`config.mk`:
```
export PLATFORM = sky130hd
export DESIGN_NAME = regport_serial
export DESIGN_NICKNAME = d
export VERILOG_FILES = /design/src/rtl/regport_pkg.sv /design/src/rtl/regport_sync.sv /design/src/rtl/regport_ones.sv /design/src/rtl/regport_fsm.sv /design/src/rtl/regport_regs.sv /design/src/rtl/regport_serial.sv
export SDC_FILE = /design/constraint.sdc
export NUM_CORES = 1
export LEC_CHECK = 0
export ABC_CLOCK_PERIOD_IN_PS = 7500
export BUFFER_PORTS_ARGS = -buffer_cell sky130_fd_sc_hd__buf_2
export CORE_ASPECT_RATIO = 0.9
export CORE_MARGIN = 5
export CORE_UTILIZATION = 40
export CTS_BUF_LIST = sky130_fd_sc_hd__clkbuf_4 sky130_fd_sc_hd__clkbuf_8 sky130_fd_sc_hd__clkbuf_16
export DETAILED_ROUTE_END_ITERATION = 8
export PLACE_DENSITY = 0.57
export SLEW_MARGIN = 20
export SYNTH_ARGS = -nofsm -noshare
export SYNTH_HDL_FRONTEND = slang
export SYNTH_HIERARCHICAL = 1
export SYNTH_SLANG_ARGS = --single-unit
```
`constraint.sdc`:
```
create_clock -name clk -period 7.5 [get_ports clk]
set_clock_uncertainty 0.1 [all_clocks]
set_input_delay 0.75 -clock clk [delete_from_list [all_inputs] [get_ports clk]]
set_output_delay 0.75 -clock clk [all_outputs]
set_load 0.01 [all_outputs]
```
`src/rtl/regport_pkg.sv`:
```
package regport_pkg;
  // Serial interface state
  typedef enum logic [1:0] {
    ST_GATE = 2'd0,  // waiting for a 0 gate bit
    ST_CMD  = 2'd1,  // collecting the seven command bits
    ST_WR   = 2'd2,  // write data phase
    ST_RD   = 2'd3   // read data phase
  } port_state_t;

  // Register selector codes (bits 1:0 of the command byte)
  localparam logic [1:0] SEL_CTRL = 2'b00;  // command on write, status on read
  localparam logic [1:0] SEL_CFG  = 2'b01;
  localparam logic [1:0] SEL_FLT  = 2'b10;
  localparam logic [1:0] SEL_CONV = 2'b11;

  // Command byte bit positions below the gate bit
  localparam int CMD_BITS   = 7;
  localparam int CB_DIR     = 6;
  localparam int CB_STBY    = 5;
  localparam int CB_OSC     = 4;
endpackage

```
`src/rtl/regport_sync.sv`:
```
module regport_sync #(
  parameter int W = 3,
  parameter int STAGES = 2,
  parameter logic [W-1:0] RST_VAL = '0
) (
  input  logic         clk,
  input  logic         rst,
  input  logic [W-1:0] d,
  output logic [W-1:0] q
);
  logic [W-1:0] pipe [STAGES];

  always_ff @(posedge clk) begin
    if (rst) begin
      for (int i = 0; i < STAGES; i++) pipe[i] <= RST_VAL;
    end else begin
      pipe[0] <= d;
      for (int i = 1; i < STAGES; i++) pipe[i] <= pipe[i-1];
    end
  end

  assign q = pipe[STAGES-1];
endmodule

```
`src/rtl/regport_ones.sv`:
```
module regport_ones #(
  parameter int ONES_RESET = 32
) (
  input  logic clk,
  input  logic rst,
  input  logic csn_s,
  input  logic rise,
  input  logic din_s,
  output logic fire
);
  localparam int CW = $clog2(ONES_RESET + 1);

  logic [CW-1:0] run_cnt;

  always_ff @(posedge clk) begin
    if (rst || csn_s) begin
      run_cnt <= '0;
    end else if (rise) begin
      if (!din_s) run_cnt <= '0;
      else if (run_cnt != CW'(ONES_RESET)) run_cnt <= run_cnt + CW'(1);
    end
  end

  assign fire = rise && din_s && !csn_s && (run_cnt == CW'(ONES_RESET - 1));

  // a run fires the recovery only once; further ones saturate
  p_fire_once_r9: assert property (@(posedge clk) disable iff (rst)
    fire |=> !fire);
endmodule

```
`src/rtl/regport_fsm.sv`:
```
module regport_fsm
  import regport_pkg::*;
#(
  parameter int SH_W  = 24,
  parameter int CFG_W = 24,
  parameter int FLT_W = 8,
  parameter int DAT_W = 16,
  parameter int STS_W = 8
) (
  input  logic            clk,
  input  logic            rst,
  input  logic            soft_rst,
  input  logic            csn_s,
  input  logic            din_s,
  input  logic            rise,
  input  logic            fall,
  input  logic [SH_W-1:0] rd_word,
  output logic [1:0]      peek_sel,
  output logic            cmd_stb,
  output logic            cmd_stby,
  output logic            cmd_osc,
  output logic            wr_stb,
  output logic [1:0]      wr_sel,
  output logic [SH_W-1:0] wr_data,
  output logic            dout,
  output logic            dout_en
);
  localparam int LEN_W = $clog2(SH_W + 1);

  port_state_t           state;
  logic [CMD_BITS-2:0]   cmd_sh;
  logic [CMD_BITS-1:0]   cmd_full;
  logic [LEN_W-1:0]      bit_cnt;
  logic [LEN_W-1:0]      len_q;
  logic [LEN_W-1:0]      phase_len;
  logic [SH_W-1:0]       sh_in;
  logic [SH_W-1:0]       sh_out;
  logic                  cmd_bad;
  logic                  last_bit;

  assign cmd_full = {cmd_sh, din_s};
  assign cmd_bad  = |cmd_full[3:2];
  assign peek_sel = cmd_full[1:0];
  assign last_bit = (bit_cnt == len_q - LEN_W'(1));

  always_comb begin
    case (cmd_full[1:0])
      SEL_CTRL: phase_len = LEN_W'(STS_W);
      SEL_CFG:  phase_len = LEN_W'(CFG_W);
      SEL_FLT:  phase_len = LEN_W'(FLT_W);
      default:  phase_len = LEN_W'(DAT_W);
    endcase
  end

  always_ff @(posedge clk) begin
    if (rst) begin
      state    <= ST_GATE;
      cmd_sh   <= '0;
      bit_cnt  <= '0;
      len_q    <= LEN_W'(STS_W);
      sh_in    <= '0;
      sh_out   <= '0;
      dout     <= 1'b0;
      cmd_stb  <= 1'b0;
      cmd_stby <= 1'b0;
      cmd_osc  <= 1'b0;
      wr_stb   <= 1'b0;
      wr_sel   <= SEL_CTRL;
      wr_data  <= '0;
    end else begin
      cmd_stb <= 1'b0;
      wr_stb  <= 1'b0;
      if (soft_rst || csn_s) begin
        state   <= ST_GATE;
        bit_cnt <= '0;
        dout    <= 1'b0;
      end else begin
        case (state)
          ST_GATE: begin
            if (rise && !din_s) begin
              state   <= ST_CMD;
              bit_cnt <= '0;
            end
          end
          ST_CMD: begin
            if (rise) begin
              cmd_sh <= cmd_full[CMD_BITS-2:0];
              if (bit_cnt == LEN_W'(CMD_BITS - 1)) begin
                bit_cnt <= '0;
                if (cmd_bad) begin
                  state <= ST_GATE;
                end else begin
                  cmd_stb  <= 1'b1;
                  cmd_stby <= cmd_full[CB_STBY];
                  cmd_osc  <= cmd_full[CB_OSC];
                  wr_sel   <= cmd_full[1:0];
                  len_q    <= phase_len;
                  if (cmd_full[CB_DIR]) begin
                    state  <= ST_RD;
                    sh_out <= rd_word;
                  end else if (cmd_full[1:0] == SEL_CTRL) begin
                    state <= ST_GATE;
                  end else begin
                    state <= ST_WR;
                  end
                end
              end else begin
                bit_cnt <= bit_cnt + LEN_W'(1);
              end
            end
          end
          ST_WR: begin
            if (rise) begin
              sh_in <= {sh_in[SH_W-2:0], din_s};
              if (last_bit) begin
                wr_stb  <= 1'b1;
                wr_data <= {sh_in[SH_W-2:0], din_s};
                state   <= ST_GATE;
                bit_cnt <= '0;
              end else begin
                bit_cnt <= bit_cnt + LEN_W'(1);
              end
            end
          end
          ST_RD: begin
            if (fall) begin
              dout   <= sh_out[SH_W-1];
              sh_out <= sh_out << 1;
            end
            if (rise) begin
              if (last_bit) begin
                state   <= ST_GATE;
                bit_cnt <= '0;
                dout    <= 1'b0;
              end else begin
                bit_cnt <= bit_cnt + LEN_W'(1);
              end
            end
          end
          default: state <= ST_GATE;
        endcase
      end
    end
  end

  assign dout_en = (state == ST_RD);

  // output is quiet outside read data phases
  p_dout_quiet_r6: assert property (@(posedge clk) disable iff (rst)
    (state != ST_RD) |-> !dout);
  // released chip select always returns to the gate wait
  p_abort_idle_r10: assert property (@(posedge clk) disable iff (rst)
    csn_s |=> (state == ST_GATE));
  // a command with nonzero reserved bits falls back to the gate wait
  p_bad_cmd_r4: assert property (@(posedge clk) disable iff (rst)
    (state == ST_CMD && rise && !csn_s && !soft_rst &&
     bit_cnt == LEN_W'(CMD_BITS - 1) && cmd_bad) |=> (state == ST_GATE && !cmd_stb));
  // the bit counter stays inside the selected phase length
  p_len_r8: assert property (@(posedge clk) disable iff (rst)
    (state == ST_WR || state == ST_RD) |-> (bit_cnt < len_q));
endmodule

```
`src/rtl/regport_regs.sv`:
```
module regport_regs
  import regport_pkg::*;
#(
  parameter int SH_W  = 24,
  parameter int CFG_W = 24,
  parameter int FLT_W = 8,
  parameter logic [CFG_W-1:0] CFG_DEF = '0,
  parameter logic [FLT_W-1:0] FLT_DEF = 8'h45
) (
  input  logic             clk,
  input  logic             rst,
  input  logic             soft_rst,
  input  logic             cmd_stb,
  input  logic             cmd_stby,
  input  logic             cmd_osc,
  input  logic             wr_stb,
  input  logic [1:0]       wr_sel,
  input  logic [SH_W-1:0]  wr_data,
  output logic [CFG_W-1:0] cfg_q,
  output logic [FLT_W-1:0] filt_q,
  output logic             standby,
  output logic             osc_stop
);
  always_ff @(posedge clk) begin
    if (rst || soft_rst) begin
      cfg_q    <= CFG_DEF;
      filt_q   <= FLT_DEF;
      standby  <= 1'b0;
      osc_stop <= 1'b0;
    end else begin
      if (cmd_stb) begin
        standby  <= cmd_stby;
        osc_stop <= cmd_osc;
      end
      if (wr_stb && wr_sel == SEL_CFG) cfg_q  <= wr_data[CFG_W-1:0];
      if (wr_stb && wr_sel == SEL_FLT) filt_q <= wr_data[FLT_W-1:0];
    end
  end

  // the filter register changes only on its own write strobe
  p_filt_hold_r5: assert property (@(posedge clk) disable iff (rst)
    (!(wr_stb && wr_sel == SEL_FLT) && !soft_rst) |=> $stable(filt_q));
  // writes to the conversion selector leave the writable registers alone
  p_conv_discard_r7: assert property (@(posedge clk) disable iff (rst)
    (wr_stb && wr_sel == SEL_CONV && !soft_rst) |=> ($stable(cfg_q) && $stable(filt_q)));
  // recovery restores defaults
  p_soft_default_r9: assert property (@(posedge clk) disable iff (rst)
    soft_rst |=> (filt_q == FLT_DEF && cfg_q == CFG_DEF && !standby && !osc_stop));
endmodule

```
`src/rtl/regport_serial.sv`:
```
module regport_serial
  import regport_pkg::*;
#(
  parameter int CFG_W       = 24,
  parameter int FLT_W       = 8,
  parameter int DAT_W       = 16,
  parameter int STS_W       = 8,
  parameter int SYNC_STAGES = 2,
  parameter int ONES_RESET  = 32,
  parameter logic [CFG_W-1:0] CFG_DEF = '0,
  parameter logic [FLT_W-1:0] FLT_DEF = 8'h45
) (
  input  logic             clk,
  input  logic             rst,
  input  logic             cs_n,
  input  logic             sclk,
  input  logic             din,
  input  logic [STS_W-1:0] status_in,
  input  logic [DAT_W-1:0] conv_data,
  output logic             dout,
  output logic             dout_en,
  output logic [CFG_W-1:0] cfg_q,
  output logic [FLT_W-1:0] filt_q,
  output logic             standby,
  output logic             osc_stop
);
  localparam int M1   = (CFG_W > FLT_W) ? CFG_W : FLT_W;
  localparam int M2   = (DAT_W > STS_W) ? DAT_W : STS_W;
  localparam int SH_W = (M1 > M2) ? M1 : M2;

  logic [2:0]      pins_s;
  logic            csn_s, sclk_s, din_s, sclk_d;
  logic            rise, fall, soft_rst;
  logic [1:0]      peek_sel, wr_sel;
  logic [SH_W-1:0] rd_word, wr_data;
  logic            cmd_stb, cmd_stby, cmd_osc, wr_stb;

  regport_sync #(.W(3), .STAGES(SYNC_STAGES), .RST_VAL(3'b100)) u_sync (
    .clk(clk), .rst(rst), .d({cs_n, sclk, din}), .q(pins_s));

  assign {csn_s, sclk_s, din_s} = pins_s;

  always_ff @(posedge clk) begin
    if (rst) sclk_d <= 1'b0;
    else     sclk_d <= sclk_s;
  end

  assign rise = sclk_s && !sclk_d;
  assign fall = !sclk_s && sclk_d;

  always_comb begin
    case (peek_sel)
      SEL_CTRL: rd_word = SH_W'(status_in) << (SH_W - STS_W);
      SEL_CFG:  rd_word = SH_W'(cfg_q)     << (SH_W - CFG_W);
      SEL_FLT:  rd_word = SH_W'(filt_q)    << (SH_W - FLT_W);
      default:  rd_word = SH_W'(conv_data) << (SH_W - DAT_W);
    endcase
  end

  regport_ones #(.ONES_RESET(ONES_RESET)) u_ones (
    .clk(clk), .rst(rst), .csn_s(csn_s), .rise(rise), .din_s(din_s), .fire(soft_rst));

  regport_fsm #(.SH_W(SH_W), .CFG_W(CFG_W), .FLT_W(FLT_W), .DAT_W(DAT_W), .STS_W(STS_W)) u_fsm (
    .clk(clk), .rst(rst), .soft_rst(soft_rst), .csn_s(csn_s), .din_s(din_s),
    .rise(rise), .fall(fall), .rd_word(rd_word), .peek_sel(peek_sel),
    .cmd_stb(cmd_stb), .cmd_stby(cmd_stby), .cmd_osc(cmd_osc),
    .wr_stb(wr_stb), .wr_sel(wr_sel), .wr_data(wr_data),
    .dout(dout), .dout_en(dout_en));

  regport_regs #(.SH_W(SH_W), .CFG_W(CFG_W), .FLT_W(FLT_W),
                 .CFG_DEF(CFG_DEF), .FLT_DEF(FLT_DEF)) u_regs (
    .clk(clk), .rst(rst), .soft_rst(soft_rst), .cmd_stb(cmd_stb),
    .cmd_stby(cmd_stby), .cmd_osc(cmd_osc), .wr_stb(wr_stb), .wr_sel(wr_sel),
    .wr_data(wr_data), .cfg_q(cfg_q), .filt_q(filt_q),
    .standby(standby), .osc_stop(osc_stop));
endmodule

```
==> impl_results.rst <==
.. list-table::
   :header-rows: 1

   * - Metric
     - Value
   * - Post-CTS Setup Inserts
     - 0
   * - Largest fanout of any net on the critical path
     - 27
   * - Slew of the pin with the lowest slew margin
     - 1.001 ns
   * - Insertion delay of the later-clocked pin in the worst-skew pair
     - roughly 0.42 ns
   * - Dpl cells
     - slightly below 900
   * - Detailed-routed wire length on met2
     - ~7100 um
   * - Number of flops mapped to enable cells by yosys
     - 0
   * - Wire length of the first global-routing pass
     - about 25,000 um
   * - Gpl congestion
     - roughly 0.8
   * - Setup tns final
     - 0 ns
   * - R2R Setup Slk
     - roughly 4.1 ns
   * - Combinational family with the most area after synthesis
     - simple AND/OR/NAND/NOR gates
   * - Total congestion overflow
     - 0
   * - CTS tree
     - built
   * - Power per unit of standard cell area
     - roughly 230 nW/um2
   * - Inserted Diodes
     - 0
   * - Terminus of the critical flop-to-flop path
     - u_fsm/wr_data[7]$_SDFFE_PP0P_
   * - Period utilization
     - 0.4900
   * - Inserted Clock Buffers
     - 17
   * - Worst IR Drop VDD
     - 184.1 uV
   * - Routed length on met1
     - 7758 um
   * - Reg2reg path depth
     - 5
   * - Minimum clock period
     - between 3 and 4 ns
   * - Mapped Avg Cell Area
     - approximately 9.7 um2
   * - Sequential fraction of the synthesis area
     - 0.4337
   * - Vias
     - between 4k and 5k
   * - Total wire length
     - between 15,000 and 20,000 um
   * - Max Slew Vio Count
     - 0
   * - Clock slew at the register clock pins of the worst setup and hold paths
     - 0.06 ns
   * - HPWL after detailed placement
     - between 10,000 and 15,000 um
   * - Number of sinks on the clock net
     - 140
   * - Max-slew headroom at the worst pin
     - 0.3304
   * - Post-CTS resize count
     - 0
   * - Worst Setup End Kind
     - output pin
   * - Synth Instances
     - between 600 and 700
   * - Static leakage
     - ~2.6 nW
   * - Core box area
     - between 15,000 and 20,000 um2
   * - Average routed wire per standard cell
     - ~17 um
   * - Number of flip-flops and latches in the synthesized netlist
     - 140
   * - Compound-gate portion of the synthesized area
     - 0.1167
   * - Post-synthesis share of cell area spent on full adders, half adders and majority gates
     - 0.007744
   * - Vias in the first global route
     - 4,736
   * - Result of the run
     - completed
   * - Total Routing Usage GR
     - 0.1731
   * - First drt pass iteration count
     - 5
   * - Yosys warning count
     - 6
   * - Hold crit path type
     - reg -> reg
   * - Reg-to-Reg Start
     - u_sync/pipe[0][4]$_SDFF_PP0_
   * - Critical setup path kind
     - reg -> out
   * - Initial antenna violation count
     - 0
   * - Height of the die
     - between 100 and 150 um
   * - Post-Synth XOR/XNOR Area
     - 0.004066
   * - Area grow syn2layout
     - 14.08%
   * - Netlist area before placement
     - roughly 6500 um2
   * - Fin nets
     - between 700 and 800
   * - Level count of the clock H-tree
     - 4
   * - Starting density of the core
     - 0.4034
   * - Post-synthesis cell type count
     - 61
   * - Top layer used by detailed routing
     - met4
   * - # hold bufs at CTS
     - 0
   * - Most common flop cell mapped by yosys
     - sky130_fd_sc_hd__dfxtp_1
   * - Max Freq
     - approximately 270 MHz
   * - Highest-count cells in the layout ignoring fill and taps
     - sky130_fd_sc_hd__dfxtp_1 (139), sky130_fd_sc_hd__nand2_1 (107), sky130_fd_sc_hd__buf_2 (63)
   * - Remaining DRCs
     - 0
   * - Element type at the critical path start
     - flip-flop
   * - Data required time at the worst endpoint
     - 6.65 ns
   * - Drt via density
     - 5.453
   * - WP data arrival
     - roughly 2.8 ns
   * - Total length of routed met3 wires
     - roughly 680 um
   * - Root buffer cell
     - sky130_fd_sc_hd__clkbuf_16
   * - Count of endpoints failing hold in the final timing report
     - 0
   * - Number of standard-cell rows in the floorplan
     - 44
   * - Maximum number of pins on one net before global-route repair
     - 82
   * - Quantity of I/O buffers inserted on ports
     - 64
   * - Share of cells above drive strength 1
     - 0.1929
   * - Critical Path End
     - dout_en
   * - Post-synthesis simple-gate area fraction
     - 0.2434
   * - Fraction of synthesized area in multiplexers
     - 0.1330
   * - Endpoints failing setup
     - 0
   * - Floorplan die width
     - 144.0 um
   * - Max cap viols
     - 0
   * - Setup repair after global routing missed its margin
     - false
   * - I/O pin total
     - 65
   * - Beginning of the critical path
     - u_fsm/state[0]$_SDFFE_PP0P_
   * - Net count of the mapped netlist
     - 698
   * - Share of synthesized flip-flops with an asynchronous set or reset
     - 0
   * - Maximum number of buffers from clock root to sink
     - 2
   * - Final non-filler cell total
     - ~910
   * - Antenna Violating Nets Remaining
     - 0
   * - Die Outline Area
     - between 15,000 and 20,000 um2
   * - Initial DRC count
     - 391
   * - Most common cell after layout, fill and taps aside
     - sky130_fd_sc_hd__dfxtp_1
cells by family (layout without fill, tap and decap cells):
kind of cell	after synthesis	after routing
AO/OA/AOI/OAI	102	102
flip-flops	140	140
XOR/XNOR	3	3
adder cells (fa/ha/maj)	4	4
buffers and inverters	71	111
multiplexers	65	65
AND/OR/NAND/NOR	280	280
synth_stat cells (2+ instances only):
cell,n,area (um2)
sky130_fd_sc_hd__mux2_4,15,225.2
sky130_fd_sc_hd__nand2b_1,2,12.51
sky130_fd_sc_hd__dfxtp_1,140,2803
sky130_fd_sc_hd__xnor2_1,3,26.28
sky130_fd_sc_hd__and2_1,9,56.30
sky130_fd_sc_hd__o2111ai_1,2,17.52
sky130_fd_sc_hd__a22o_1,23,201.4
sky130_fd_sc_hd__mux4_1,7,183.9
sky130_fd_sc_hd__buf_6,9,101.4
sky130_fd_sc_hd__o21ai_0,3,15.01
sky130_fd_sc_hd__nand3b_1,2,15.01
sky130_fd_sc_hd__a21oi_1,35,175.2
sky130_fd_sc_hd__nor3_2,3,30.03
sky130_fd_sc_hd__a211oi_1,3,22.52
sky130_fd_sc_hd__buf_2,16,80.08
sky130_fd_sc_hd__buf_1,2,7.510
sky130_fd_sc_hd__or3_2,2,15.01
sky130_fd_sc_hd__a31oi_1,2,12.51
sky130_fd_sc_hd__nor2b_1,15,93.84
sky130_fd_sc_hd__or2_1,4,25.02
sky130_fd_sc_hd__buf_4,8,60.06
sky130_fd_sc_hd__or3b_1,15,131.4
sky130_fd_sc_hd__a311oi_1,24,210.2
sky130_fd_sc_hd__inv_1,9,33.78
sky130_fd_sc_hd__ha_1,4,50.05
sky130_fd_sc_hd__nand4b_1,4,35.03
sky130_fd_sc_hd__o22ai_1,3,18.77
sky130_fd_sc_hd__and3b_1,2,17.52
sky130_fd_sc_hd__nand2_1,107,401.6
sky130_fd_sc_hd__clkbuf_1,24,90.09
sky130_fd_sc_hd__mux2_1,5,56.30
sky130_fd_sc_hd__mux2i_1,36,360.4
sky130_fd_sc_hd__nand3_1,5,25.02
sky130_fd_sc_hd__nor3_1,36,180.2
sky130_fd_sc_hd__or3_1,5,31.28
sky130_fd_sc_hd__nor3b_1,39,292.8
sky130_fd_sc_hd__nor2_1,18,67.56
layer usage:
layer | up-vias | GRT usage
met2 | 96 | 0.2589
met1 | 2413 | 0.2440
met5 | - | 0
met4 | 0 | 0.06091
li1 | 2446 | -
met3 | 18 | 0.04258
power breakdown:
group	switching, W	total [W]	internal [W]
Sequential	0.00000104	0.000746	0.000745
Combinational	0.0000255	0.0000392	0.0000137
Clock	0.000329	0.000885	0.000556
per-stage QoR:
stage | worst slack, ns | hold slack, ns | total power (W) | util | cell area, um2
floorplan | 4.860 | 0.2832 | 0.0007892 | - | 6462
global route | 3.488 | 0.3242 | 0.001729 | 0.4602 | 7372
detailed placement | 3.927 | 0.2997 | 0.0008018 | 0.4208 | 6741
global placement | 4.086 | 0.2968 | 0.0008015 | 0.4208 | 6741
CTS | 3.775 | 0.3131 | 0.001688 | 0.4594 | 7360
finish | 3.825 | 0.3146 | 0.001671 | 0.4602 | 7372
critical path, stage by stage, from the launching register on:
cell and delay, ns:
sky130_fd_sc_hd__dfxtp_1 0.41, sky130_fd_sc_hd__nand2_1 0.68, sky130_fd_sc_hd__clkinv_1 0.92, sky130_fd_sc_hd__buf_2 0.39
final cells by class:
cell class	count	area (um2)
flip-flops and latches	140	2804
fillers	1511	8648
clock inverters	13	192.7
repair buffers	71	379.1
well taps	207	259.0
clock buffers	17	425.4
inverters	10	37.54
multi-input cells	454	3274
worst min-delay path by stage:
stage | startpoint | to | cells past startpoint
after global routing | u_sync/pipe[0][2]$_SDFF_PP1_ | u_sync/pipe[0][5]$_SDFF_PP1_ | 1
after global placement | u_sync/pipe[0][2]$_SDFF_PP1_ | u_sync/pipe[0][5]$_SDFF_PP1_ | 1
after detailed placement | u_sync/pipe[0][2]$_SDFF_PP1_ | u_sync/pipe[0][5]$_SDFF_PP1_ | 1
after floorplan | u_sync/pipe[0][2]$_SDFF_PP1_ | u_sync/pipe[0][5]$_SDFF_PP1_ | 1
after CTS | u_sync/pipe[0][2]$_SDFF_PP1_ | u_sync/pipe[0][5]$_SDFF_PP1_ | 1
final | u_sync/pipe[0][2]$_SDFF_PP1_ | u_sync/pipe[0][5]$_SDFF_PP1_ | 1
state kept, by name, summed over array words and instances, names as in the netlist, 2 cells and up:
signal and flops:
u_regs/cfg_q 24, u_fsm/len_q 2, u_regs/filt_q 8, u_ones/run_cnt 6, u_sync/pipe 6, u_fsm/state 2, u_fsm/bit_cnt 5, u_fsm/sh_in 23
u_fsm/cmd_sh 6, u_fsm/sh_out 24, u_fsm/wr_sel 2, u_fsm/wr_data 24
Power figures use the tool's default switching activity.
